### src/rtl/agu_pkg.sv
package agu_pkg;

  typedef enum logic [1:0] {
    DISP_NONE = 2'd0,
    DISP_S8   = 2'd1,
    DISP_W16  = 2'd2
  } dispMode_t;

  // strobes from the sequencer to the datapath
  typedef struct packed {
    logic latchOp;
    logic takeLo;
    logic takeHi;
    logic capture;
  } aguStrobe_t;

  // decoded view of an addressing byte
  typedef struct packed {
    logic      regDirect;
    logic      directAddr;
    logic      useSs;
    logic      useBx;
    logic      useBp;
    logic      useSi;
    logic      useDi;
    dispMode_t dispMode;
    logic [1:0] needBytes;
  } aguDecode_t;

endpackage

### src/rtl/agu_decode.sv
module agu_decode
  import agu_pkg::*;
(
  input  logic [7:0]  modrm,
  output aguDecode_t  dec
);

  logic [1:0] modField;
  logic [2:0] rmField;

  assign modField = modrm[7:6];
  assign rmField  = modrm[2:0];

  always_comb begin
    dec = '0;
    dec.regDirect  = (modField == 2'b11);
    dec.directAddr = (modField == 2'b00) && (rmField == 3'd6);

    unique case (modField)
      2'b00:   dec.dispMode = dec.directAddr ? DISP_W16 : DISP_NONE;
      2'b01:   dec.dispMode = DISP_S8;
      2'b10:   dec.dispMode = DISP_W16;
      default: dec.dispMode = DISP_NONE;
    endcase

    unique case (dec.dispMode)
      DISP_S8:  dec.needBytes = 2'd1;
      DISP_W16: dec.needBytes = 2'd2;
      default:  dec.needBytes = 2'd0;
    endcase

    // base and index terms; the direct form uses none of them
    if (!dec.regDirect && !dec.directAddr) begin
      unique case (rmField)
        3'd0: begin dec.useBx = 1'b1; dec.useSi = 1'b1; end
        3'd1: begin dec.useBx = 1'b1; dec.useDi = 1'b1; end
        3'd2: begin dec.useBp = 1'b1; dec.useSi = 1'b1; end
        3'd3: begin dec.useBp = 1'b1; dec.useDi = 1'b1; end
        3'd4: dec.useSi = 1'b1;
        3'd5: dec.useDi = 1'b1;
        3'd6: dec.useBp = 1'b1;
        default: dec.useBx = 1'b1;
      endcase
    end

    // stack segment for every frame-pointer-based form
    dec.useSs = dec.useBp;
  end

endmodule

### src/rtl/agu_ctrl.sv
module agu_ctrl
  import agu_pkg::*;
(
  input  logic       clk,
  input  logic       rstN,
  input  logic       start,
  input  logic       dispValid,
  input  logic [1:0] needBytes,
  output aguStrobe_t stb,
  output logic       busy
);

  typedef enum logic {
    ST_IDLE   = 1'b0,
    ST_GATHER = 1'b1
  } ctrlState_t;

  ctrlState_t state;
  logic [1:0] gotBytes;
  logic       allIn;

  assign allIn = (gotBytes == needBytes);
  assign busy  = (state == ST_GATHER);

  always_comb begin
    stb = '0;
    unique case (state)
      ST_IDLE:   stb.latchOp = start;
      default: begin
        stb.capture = allIn;
        stb.takeLo  = !allIn && dispValid && (gotBytes == 2'd0);
        stb.takeHi  = !allIn && dispValid && (gotBytes == 2'd1);
      end
    endcase
  end

  always_ff @(posedge clk) begin
    if (!rstN) begin
      state    <= ST_IDLE;
      gotBytes <= 2'd0;
    end else begin
      unique case (state)
        ST_IDLE: begin
          if (start) begin
            state    <= ST_GATHER;
            gotBytes <= 2'd0;
          end
        end
        default: begin
          if (allIn) begin
            state <= ST_IDLE;
          end else if (dispValid) begin
            gotBytes <= gotBytes + 2'd1;
          end
        end
      endcase
    end
  end

endmodule

### src/rtl/agu_datapath.sv
module agu_datapath
  import agu_pkg::*;
#(
  parameter int DATA_W    = 16,
  parameter int SEG_SHIFT = 4,
  localparam int PHYS_W   = DATA_W + SEG_SHIFT
) (
  input  logic              clk,
  input  logic              rstN,
  input  aguStrobe_t        stb,
  input  logic [7:0]        modrmIn,
  input  logic [7:0]        dispByte,
  input  logic [DATA_W-1:0] bxIn,
  input  logic [DATA_W-1:0] bpIn,
  input  logic [DATA_W-1:0] siIn,
  input  logic [DATA_W-1:0] diIn,
  input  logic [DATA_W-1:0] dsIn,
  input  logic [DATA_W-1:0] ssIn,
  output logic [1:0]        needBytes,
  output logic              addrValid,
  output logic              regDirect,
  output logic [2:0]        regIdx,
  output logic [1:0]        segIdx,
  output logic [DATA_W-1:0] segOut,
  output logic [DATA_W-1:0] offsetOut,
  output logic [PHYS_W-1:0] physAddr,
  output logic [1:0]        dispCount
);

  logic [7:0]        opReg;
  logic [7:0]        dispLo;
  logic [7:0]        dispHi;
  aguDecode_t        dec;
  logic [DATA_W-1:0] dispShort;
  logic [DATA_W-1:0] dispWord;
  logic [DATA_W-1:0] dispExt;
  logic [DATA_W-1:0] baseSum;
  logic [DATA_W-1:0] offsetNext;
  logic [DATA_W-1:0] segNext;
  logic [PHYS_W-1:0] physNext;

  agu_decode u_dec (
    .modrm (opReg),
    .dec   (dec)
  );

  assign needBytes = dec.needBytes;

  // displacement widening; the word form needs padding only when wider than 16
  assign dispShort = {{(DATA_W-8){dispLo[7]}}, dispLo};
  generate
    if (DATA_W == 16) begin : g_wordExact
      assign dispWord = {dispHi, dispLo};
    end else begin : g_wordPad
      assign dispWord = {{(DATA_W-16){1'b0}}, dispHi, dispLo};
    end
  endgenerate

  always_comb begin
    unique case (dec.dispMode)
      DISP_S8:  dispExt = dispShort;
      DISP_W16: dispExt = dispWord;
      default:  dispExt = '0;
    endcase
  end

  always_comb begin
    baseSum = '0;
    if (dec.useBx) baseSum = baseSum + bxIn;
    if (dec.useBp) baseSum = baseSum + bpIn;
    if (dec.useSi) baseSum = baseSum + siIn;
    if (dec.useDi) baseSum = baseSum + diIn;
  end

  assign offsetNext = baseSum + dispExt;
  assign segNext    = dec.useSs ? ssIn : dsIn;
  assign physNext   = {segNext, {SEG_SHIFT{1'b0}}} + {{SEG_SHIFT{1'b0}}, offsetNext};

  always_ff @(posedge clk) begin
    if (!rstN) begin
      opReg  <= '0;
      dispLo <= '0;
      dispHi <= '0;
    end else begin
      if (stb.latchOp) opReg  <= modrmIn;
      if (stb.takeLo)  dispLo <= dispByte;
      if (stb.takeHi)  dispHi <= dispByte;
    end
  end

  always_ff @(posedge clk) begin
    if (!rstN) begin
      addrValid <= 1'b0;
      regDirect <= 1'b0;
      regIdx    <= '0;
      segIdx    <= '0;
      segOut    <= '0;
      offsetOut <= '0;
      physAddr  <= '0;
      dispCount <= '0;
    end else begin
      addrValid <= stb.capture;
      if (stb.capture) begin
        regDirect <= dec.regDirect;
        regIdx    <= opReg[5:3];
        segIdx    <= opReg[4:3];
        dispCount <= dec.needBytes;
        if (dec.regDirect) begin
          segOut    <= '0;
          offsetOut <= '0;
          physAddr  <= '0;
        end else begin
          segOut    <= segNext;
          offsetOut <= offsetNext;
          physAddr  <= physNext;
        end
      end
    end
  end

endmodule

### src/rtl/modrm_addr_unit.sv
module modrm_addr_unit
  import agu_pkg::*;
#(
  parameter int DATA_W    = 16,
  parameter int SEG_SHIFT = 4,
  localparam int PHYS_W   = DATA_W + SEG_SHIFT
) (
  input  logic              clk,
  input  logic              rstN,
  input  logic              start,
  input  logic [7:0]        modrmIn,
  input  logic              dispValid,
  input  logic [7:0]        dispByte,
  input  logic [DATA_W-1:0] bxIn,
  input  logic [DATA_W-1:0] bpIn,
  input  logic [DATA_W-1:0] siIn,
  input  logic [DATA_W-1:0] diIn,
  input  logic [DATA_W-1:0] dsIn,
  input  logic [DATA_W-1:0] ssIn,
  output logic              busy,
  output logic              addrValid,
  output logic              regDirect,
  output logic [2:0]        regIdx,
  output logic [1:0]        segIdx,
  output logic [DATA_W-1:0] segOut,
  output logic [DATA_W-1:0] offsetOut,
  output logic [PHYS_W-1:0] physAddr,
  output logic [1:0]        dispCount
);

  aguStrobe_t stb;
  logic [1:0] needBytes;

  agu_ctrl u_ctrl (
    .clk       (clk),
    .rstN      (rstN),
    .start     (start),
    .dispValid (dispValid),
    .needBytes (needBytes),
    .stb       (stb),
    .busy      (busy)
  );

  agu_datapath #(
    .DATA_W    (DATA_W),
    .SEG_SHIFT (SEG_SHIFT)
  ) u_dp (
    .clk       (clk),
    .rstN      (rstN),
    .stb       (stb),
    .modrmIn   (modrmIn),
    .dispByte  (dispByte),
    .bxIn      (bxIn),
    .bpIn      (bpIn),
    .siIn      (siIn),
    .diIn      (diIn),
    .dsIn      (dsIn),
    .ssIn      (ssIn),
    .needBytes (needBytes),
    .addrValid (addrValid),
    .regDirect (regDirect),
    .regIdx    (regIdx),
    .segIdx    (segIdx),
    .segOut    (segOut),
    .offsetOut (offsetOut),
    .physAddr  (physAddr),
    .dispCount (dispCount)
  );

endmodule

### config.mk
export PLATFORM = sky130hd
export DESIGN_NAME = modrm_addr_unit
export DESIGN_NICKNAME = d
export VERILOG_FILES = /design/src/rtl/agu_pkg.sv /design/src/rtl/agu_decode.sv /design/src/rtl/agu_ctrl.sv /design/src/rtl/agu_datapath.sv /design/src/rtl/modrm_addr_unit.sv
export SDC_FILE = /design/constraint.sdc
export NUM_CORES = 1
export LEC_CHECK = 0
export BUFFER_PORTS_ARGS = -buffer_cell sky130_fd_sc_hd__buf_4
export CORE_MARGIN = 1.5
export CORE_UTILIZATION = 45
export CTS_BUF_LIST = sky130_fd_sc_hd__clkbuf_16
export CTS_CLUSTER_SIZE = 8
export DETAILED_ROUTE_END_ITERATION = 7
export PLACE_DENSITY_LB_ADDON = 0.15
export REMOVE_ABC_BUFFERS = 1
export SYNTH_ARGS = -nofsm -noshare
export SYNTH_HDL_FRONTEND = slang
export SYNTH_SLANG_ARGS = --single-unit
export TNS_END_PERCENT = 10
### constraint.sdc
create_clock -name clk -period 10.25 [get_ports clk]
set_input_delay 1.5375 -clock clk [delete_from_list [all_inputs] [get_ports clk]]
set_output_delay 1.5375 -clock clk [all_outputs]
set_load 0.1 [all_outputs]
==> impl_metrics.ini, run 1 <==
[sta]
final.period_utilization = 0.8961
fmax_mhz = 108.9
final_hold_viol_count = 0
period_minus_slack_ns = 9.185
rsz0062_at_grt = no
drv_slew = 0
tns_ns = 0
skew_ns = 0.006760
worstMarginPinSlew_ns = 1.030
setup-violations-final = 0
slew_headroom = 0.3108

[clock_tree]
htreeDepth = 3
root_buffer = clkbuf_16
post_cts_buffers = 0
path_clk_slew_ns = 0.07
clk_latency_ns = 0.35
clk_path_buf_depth = 2
cts_sinks = 82
numCtsBuffers = 9
cts_hold_buf = 0
post_cts_resize_count = 0
tritoncts = built

[drt]
vias = 6718
met2WireLength_microns = 8633
antenna_left = 0
m1WireLength_microns = 8729
drtPass1Iterations = 5
drc = 0
drt-initial-drc-count = 273
wire_per_inst_microns = 14.87
met3_length_microns = 947
viasPerCell = 5.332
wirelength_microns = 18740
routed.top_layer = met4

[synth]
netlist_area_sq_mm = 0.007043
ys_seq_area_frac = 0.2331
syn_inst = 889
synth_ff_type = dfxtp_1
yosysUniqueCellTypes = 60
synthArstFlopShare = 0
syn_area_per_cell_sq_um = 7.922
yosysWarnings = 0
synth-seq-cells = 82
synth-edff-count = 0

[floorplanning]
die_w_microns = 128.1
initial_core_util = 0.4616
rows = 45
core_sq_mm = 0.01526
fp.dieH_microns = 128.1
die-area_sq_mm = 0.01641
ioPinCount = 178

[pwr]
power_uw = 1695
cellPowerDensity_mw_per_mm2 = 192.0
max-vdd-ir-drop_mv = 0.1288
power_leakage_uw = 0.004095

[setup_path]
crit_type = in2reg
endpoint_kind = register
critPathRequiredTime_ns = 10.48
slowest_stage = o41ai_1
worstPathArrival_ns = 9.42
path_common_cell = ha_1
cp-start-kind = primary input
slowest_delay_ns = 0.47
worstPathMaxFanout = 5

[placed_design]
place_congestion = 0.9081
io_buffers = 177
dp_cells = 1244
post-dp-hpwl_microns = 14750

[job]
drv_cap = 0

[min_path]
hp-class = reg2reg

[global_routing]
grt-ovfl-total = 0
grt_max_degree = 71
first_global_vias = 6459
grt_pass1_wl_microns = 30660
grt_usage = 0.2324
antenna_found_initial = 0

[final_layout]
layout-drive-gt1-share = 0.2250
antennaDiodeCount = 0
stdcell_count = 1260
area_growth_pct = 25.33
nFillCells = 1446
nets = 1242

[outcome]
status = finished, final reports clean
## state kept, by name, summed over array words and instances (netlist names)
name,count
u_dp.opReg,8
u_dp.segIdx,1
u_dp.regIdx,2
u_dp.regDirect,1
u_ctrl.gotBytes,2
u_dp.dispLo,8
u_dp.dispCount,2
u_dp.addrValid,1
u_dp.dispHi,8
u_dp.segOut,16
u_dp.physAddr,20
u_dp.offsetOut,12
u_ctrl.busy,1
## cell usage after synthesis (7+ instances only)
master | instances | area share
a21o_1 | 26 | 0.028
and2_1 | 21 | 0.019
nor2_1 | 103 | 0.055
ha_1 | 77 | 0.14
inv_1 | 36 | 0.019
o21a_1 | 9 | 0.0096
xor2_1 | 22 | 0.027
a21oi_1 | 71 | 0.050
nor3_1 | 9 | 0.0064
nor2b_1 | 15 | 0.013
nand3_1 | 14 | 0.0099
nand2b_1 | 12 | 0.011
xnor2_1 | 36 | 0.045
nand2_1 | 87 | 0.046
a211oi_1 | 11 | 0.012
mux2_2 | 22 | 0.035
a21boi_0 | 7 | 0.0075
o21ai_0 | 44 | 0.031
o21bai_1 | 7 | 0.0075
mux2i_1 | 23 | 0.033
a31oi_1 | 12 | 0.011
or3_1 | 7 | 0.0062
a22oi_1 | 35 | 0.037
clkbuf_1 | 29 | 0.015
dfxtp_1 | 82 | 0.23
## through the flow
stage	hold WS, ns	util	worst slack, ns	instance area (sq um)
2_1_floorplan	0.4322	-	1.560	6865
3_3_place_gp	0.4386	0.5586	0.9196	8523
3_5_place_dp	0.4490	0.5586	0.6681	8523
4_1_cts	0.4599	0.5785	1.019	8827
5_1_grt	0.4833	0.5785	0.08335	8827
6_report	0.4591	0.5785	1.065	8827
## cells in the final DEF, fill, tap and decap left out, types with 12 or more instances in the layout
cell      Yosys  routed
a21o_1       26      26
a21oi_1      71      71
a22oi_1      35      35
a31oi_1      12      12
and2_1       21      21
buf_4         6     184
dfxtp_1      82      82
ha_1         77      77
inv_1        36      36
mux2_2       22      22
mux2i_1      23      23
nand2_1      87      87
nand2b_1     12      12
nand3_1      14      13
nor2_1      103     102
nor2b_1      15      15
o21ai_0      44      44
xnor2_1      36      36
xor2_1       22      22
## layer usage
metal / track usage / vias up
met5: 0 / -
met4: 0.07865 / 0
met3: 0.04508 / 24
met2: 0.3931 / 155
met1: 0.2962 / 3058
li1: - / 3481
## report_power, final
part / total (uW) / internal, uW / switching (uW)
clock: 330 / 191 / 140
combinational: 998 / 378 / 620
sequential: 366 / 348 / 18.2
total: 1690 / 917 / 777
## final timing paths
path                            end  slack (ns)              start  cells after the start
hold reg to reg   u_dp.dispCount[0]        0.46  u_dp.dispCount[0]                      2
setup / recovery  u_dp.physAddr[19]        1.07            bxIn[0]                     43
setup reg to reg  u_dp.physAddr[19]        1.08      u_dp.opReg[2]                     45
hold / removal    u_dp.dispCount[0]        0.46  u_dp.dispCount[0]                      2
## area by class of cell
cell class | count | area [sq um] | area share
clock inverters | 7 | 78.83 | 0.008930
clock buffers | 9 | 225.2 | 0.02551
flip-flops and latches | 82 | 1642 | 0.1860
inverters | 37 | 138.9 | 0.01573
repair buffers | 184 | 1381 | 0.1565
well taps | 211 | 264.0 | 0.02991
multi-input cells | 730 | 5097 | 0.5775
## worst max-delay path: cells and delay by family
kind | cells | cell delay [ns]
compound gates | 16 | 3.02
fa+ha+maj | 6 | 1.79
simple gates | 12 | 1.52
xor+xnor | 5 | 1.02
mux | 1 | 0.31
buf+inv | 3 | 0.21
## cell families (layout without fill, tap and decap cells)
family,Yosys count,in the layout,synth area share
XOR/XNOR,59,59,0.07550
AND/OR/NAND/NOR,282,282,0.1805
multiplexers,45,45,0.06786
adder cells (fa/ha/maj),83,83,0.1524
flip-flops,82,82,0.2331
AO/OA/AOI/OAI,261,261,0.2457
buffers and inverters,77,237,0.04494
Power figures use the tool's default switching activity.
==> inputs of run 2 (changes only) <==
--- a/config.mk
+++ b/config.mk
@@ -5,7 +5,8 @@
 export SDC_FILE = /design/constraint.sdc
 export NUM_CORES = 1
 export LEC_CHECK = 0
-export BUFFER_PORTS_ARGS = -buffer_cell sky130_fd_sc_hd__buf_4
+export BUFFER_PORTS_ARGS = -buffer_cell sky130_fd_sc_hd__clkbuf_2
+export CORE_ASPECT_RATIO = 0.75
 export CORE_MARGIN = 1.5
 export CORE_UTILIZATION = 45
 export CTS_BUF_LIST = sky130_fd_sc_hd__clkbuf_16
==> impl_metrics.ini, run 2 (synthesis results as in run 1) <==
[floorplanning]
rows = 39
core_sq_mm = 0.01527
die-area_sq_mm = 0.01642
fp.dieH_microns = 111.3
die_w_microns = 147.5
initial_core_util = 0.4611
ioPinCount = 178

[job]
drv_cap = 0

[placed_design]
post-dp-hpwl_microns = 14740
io_buffers = 177
dp_cells = 1240
pre_cts_slack_ns = 0.5450
place_congestion = 0.9274

[clock_tree]
clk_latency_ns = 0.34
cts_sinks = 82
path_clk_slew_ns = 0.07
tritoncts = built
numCtsBuffers = 9
root_buffer = clkbuf_16
post_cts_buffers = 0
clk_path_buf_depth = 2
htreeDepth = 3

[global_routing]
antenna_found_initial = 0
grt-ovfl-total = 0
grt_max_degree = 71
grt_pass1_wl_microns = 30480
grt_usage = 0.2294
first_global_vias = 6079

[setup_path]
critPathRequiredTime_ns = 10.47
slowest_stage = xnor3_2
crit_family = compound AO/OA/AOI/OAI gates
crit_type = in2reg
cp-start-kind = primary input
worstPathArrival_ns = 9.67
endpoint_kind = register
slowest_delay_ns = 0.44
worstPathMaxFanout = 5
path_common_cell = o21ai_0
critPathBufInv = 2

[min_path]
hp-class = reg2reg

[sta]
finalWorstSetupSlack_ns = 0.8063
period_minus_slack_ns = 9.444
fmax_mhz = 105.9
tns_ns = 0
final.period_utilization = 0.9213
slew_headroom = 0.2594
final_hold_viol_count = 0
drv_slew = 0
worstMarginPinSlew_ns = 1.107
setup-violations-final = 0
rsz0062_at_grt = no
skew_ns = 0.009433

[final_layout]
layout-drive-gt1-share = 0.2265
final_common_cell = clkbuf_2
antennaDiodeCount = 0
top_regs = u_dp.physAddr x20, u_dp.segOut x16, u_dp.offsetOut x12
largest_reg_flops = 20
area_growth_pct = 19.58
stdcell_count = 1256
nets = 1244
top_register = u_dp.physAddr
final_util = 0.5514
final_cell_mix = clkbuf_2, nor2_1, nand2_1, dfxtp_1, ha_1

[drt]
met3_length_microns = 1053
wirelength_microns = 18740
antenna_left = 0
met2WireLength_microns = 7575
drc = 0
m1WireLength_microns = 9905
drt-initial-drc-count = 373
vias = 6706
routed.top_layer = met4
viasPerCell = 5.339
wire_per_inst_microns = 14.92
drtPass1Iterations = 5

[outcome]
status = finished, final reports clean

[pwr]
cellPowerDensity_mw_per_mm2 = 200.9
power_leakage_uw = 0.004002
power_uw = 1692
max-vdd-ir-drop_mv = 0.09609
## run 2: where the power goes
| part | internal (uW) | switching (uW) | leakage, uW | total, uW |
|---|---|---|---|---|
| Combinational | 350 | 618 | 0.00318 | 968 |
| Sequential | 348 | 16.7 | 0.000667 | 365 |
| Clock | 216 | 144 | 0.000160 | 360 |
## run 2: stage by stage
stage	area, sq um	hold WS (ns)
after CTS	8414	0.4564
after detailed placement	8088	0.4459
after floorplan	6865	0.4322
final	8422	0.4540
after global routing	8422	0.4763
after global placement	8088	0.4433
## run 2: worst paths after layout
kind                startpoint                end  slack (ns)  cells after the start
min          u_dp.physAddr[15]  u_dp.physAddr[15]        0.45                      2
min reg2reg  u_dp.physAddr[15]  u_dp.physAddr[15]        0.45                      2
max                    bxIn[0]  u_dp.physAddr[19]        0.81                     41
max reg2reg      u_dp.opReg[1]  u_dp.physAddr[19]        0.91                     43
## run 2: area by class of cell
| cell class | count | area [sq um] |
|---|---|---|
| Sequential cell | 82 | 1642 |
| Clock buffer | 9 | 225.2 |
| Clock inverter | 7 | 101.3 |
| Timing Repair Buffer | 186 | 953.4 |
| Fill cell | 1446 | 6852 |
| Inverter | 37 | 138.9 |
| Multi-Input combinational cell | 730 | 5105 |
| Tap cell | 205 | 256.5 |
## run 2: layer usage
| layer | up-vias | global-route usage |
|---|---|---|
| li1 | 3478 | - |
| met5 | - | 0 |
| met1 | 3036 | 0.3481 |
| met4 | 0 | 0.04933 |
| met2 | 178 | 0.3396 |
| met3 | 14 | 0.03566 |
## run 2: what timing repair did
action | in CTS | in global routing
gates resized for setup | 0 | 1
setup endpoints to repair | 0 | 1
hold buffers | 0 | 0
## run 2: tightest hold or removal path, stage by stage (launching register included)
cell	delay (ns)
dfxtp_1	0.33
nand2_1	0.04
o21ai_0	0.05
==> inputs of run 3 (changes only) <==
--- a/config.mk
+++ b/config.mk
@@ -6,7 +6,7 @@
 export NUM_CORES = 1
 export LEC_CHECK = 0
 export BUFFER_PORTS_ARGS = -buffer_cell sky130_fd_sc_hd__clkbuf_2
-export CORE_ASPECT_RATIO = 0.75
+export CORE_ASPECT_RATIO = 1.2
 export CORE_MARGIN = 1.5
 export CORE_UTILIZATION = 45
 export CTS_BUF_LIST = sky130_fd_sc_hd__clkbuf_16
==> impl_metrics.ini, run 3 (synthesis results as in run 1) <==
[final_layout]
stdcell_count = 1254
top_register = u_dp.physAddr
final_cell_mix = clkbuf_2, nor2_1, nand2_1, dfxtp_1, ha_1
nets = 1243
antennaDiodeCount = 0
largest_reg_flops = 20
area_growth_pct = 18.65
final_common_cell = clkbuf_2
top_regs = u_dp.physAddr x20, u_dp.segOut x16, u_dp.offsetOut x12
nFillCells = 1489
layout-drive-gt1-share = 0.2238

[global_routing]
grt_usage = 0.2240
grt_max_degree = 71
grt_pass1_wl_microns = 29360
antenna_found_initial = 0
first_global_vias = 6179
grt-ovfl-total = 0

[min_path]
whs_endpoint = u_dp.segOut[13]
hold_start = u_dp.segOut[13]
hp-class = reg2reg
whs_path_depth = 2

[clock_tree]
path_clk_slew_ns = 0.07
clk_path_buf_depth = 2
root_buffer = clkbuf_16
post_cts_buffers = 0
post_cts_resize_count = 0
clk_latency_ns = 0.34
cts_sinks = 82
numCtsBuffers = 9
cts_hold_buf = 0
tritoncts = built
htreeDepth = 3

[sta]
fmax_mhz = 108.7
final_hold_viol_count = 0
slew_headroom = 0.2801
rsz0062_at_grt = no
setup-violations-final = 0
worstMarginPinSlew_ns = 1.076
period_minus_slack_ns = 9.199
skew_ns = 0.01048
final.period_utilization = 0.8975
drv_slew = 0
tns_ns = 0
hold_slack_ns = 0.4563

[setup_path]
reg2reg_from = u_dp.opReg[1]
cp-start-kind = primary input
critPathRequiredTime_ns = 10.48
cp-startpoint = bxIn[0]
worstPathArrival_ns = 9.43
worstPathMaxFanout = 5
slowest_stage = xnor3_2
r2r_cells = 43
reg2reg_to = u_dp.physAddr[19]
endpoint_kind = register
crit_type = in2reg
path_common_cell = o21ai_0
slowest_delay_ns = 0.44
reg2reg_slack_ns = 1.07

[drt]
wire_per_inst_microns = 14.74
wirelength_microns = 18480
drtPass1Iterations = 5
drt-initial-drc-count = 240
antenna_left = 0
drc = 0
viasPerCell = 5.332
vias = 6686

[placed_design]
io_buffers = 177
dp_cells = 1238
post-dp-hpwl_microns = 14680
place_congestion = 0.8834

[pwr]
max-vdd-ir-drop_mv = 0.1394
cellPowerDensity_mw_per_mm2 = 195.3
power_leakage_uw = 0.003966
power_uw = 1632

[floorplanning]
die_w_microns = 117.2
rows = 49
initial_core_util = 0.4651
fp.dieH_microns = 140.0
core_sq_mm = 0.01514
die-area_sq_mm = 0.01641
ioPinCount = 178

[job]
drv_cap = 0

[outcome]
status = finished, final reports clean
==> run 3: cell types whose count changed in the layout (fill, tap and decap cells not counted), sizes merged <==
cell,previous run,this run
bufinv,2,0
clkinv,3,4
clkinvlp,0,1
buf,9,8
==> run 3: worst max-delay path by stage <==
stage                   endpoint  slack (ns)  cells past startpoint
2_1_floorplan  u_dp.physAddr[19]        1.56                     40
3_3_place_gp   u_dp.physAddr[19]        0.92                     43
3_5_place_dp   u_dp.physAddr[19]        0.72                     43
4_1_cts        u_dp.physAddr[19]        1.07                     43
5_1_grt        u_dp.physAddr[19]        0.20                     45
6_report       u_dp.physAddr[19]        1.05                     41
==> run 3: per-layer routing <==
metal | wire [microns] | track usage | vias up
met5 | 0 | 0 | -
li1 | - | - | 3468
met3 | 843 | 0.03635 | 24
met1 | 8336 | 0.2865 | 3043
met2 | 8974 | 0.3843 | 151
met4 | 327 | 0.06341 | 0
==> run 3: worst max-delay path: cells and delay by family <==
kind / cells / cell delay [ns]
AO/OA/AOI/OAI: 19 / 3.54
AND/OR/NAND/NOR: 10 / 1.55
buffers and inverters: 2 / 0.13
XOR/XNOR: 4 / 0.88
adder cells (fa/ha/maj): 6 / 1.82
==> run 3: through the flow <==
| step | utilization | setup slack [ns] | cell area [sq um] |
|---|---|---|---|
| CTS | 0.5518 | 1.067 | 8357 |
| floorplan | - | 1.560 | 6865 |
| detailed placement | 0.5335 | 0.7242 | 8079 |
| global route | 0.5518 | 0.1966 | 8357 |
| global placement | 0.5335 | 0.9200 | 8079 |
| finish | 0.5518 | 1.051 | 8357 |
==> run 3: cell type report <==
cell class | instances | area (sq um) | share of cell area
Clock buffer | 9 | 225.2 | 0.02695
Clock inverter | 7 | 52.55 | 0.006288
Inverter | 37 | 138.9 | 0.01662
Multi-Input combinational cell | 730 | 5097 | 0.6100
Sequential cell | 82 | 1642 | 0.1964
Tap cell | 204 | 255.2 | 0.03054
Timing Repair Buffer | 185 | 945.9 | 0.1132
==> run 3: where the power goes <==
part / leakage [uW] / switching, uW / internal (uW)
registers: 0.000667 / 17.2 / 348
logic: 0.00317 / 614 / 349
clock network: 0.000133 / 138 / 166
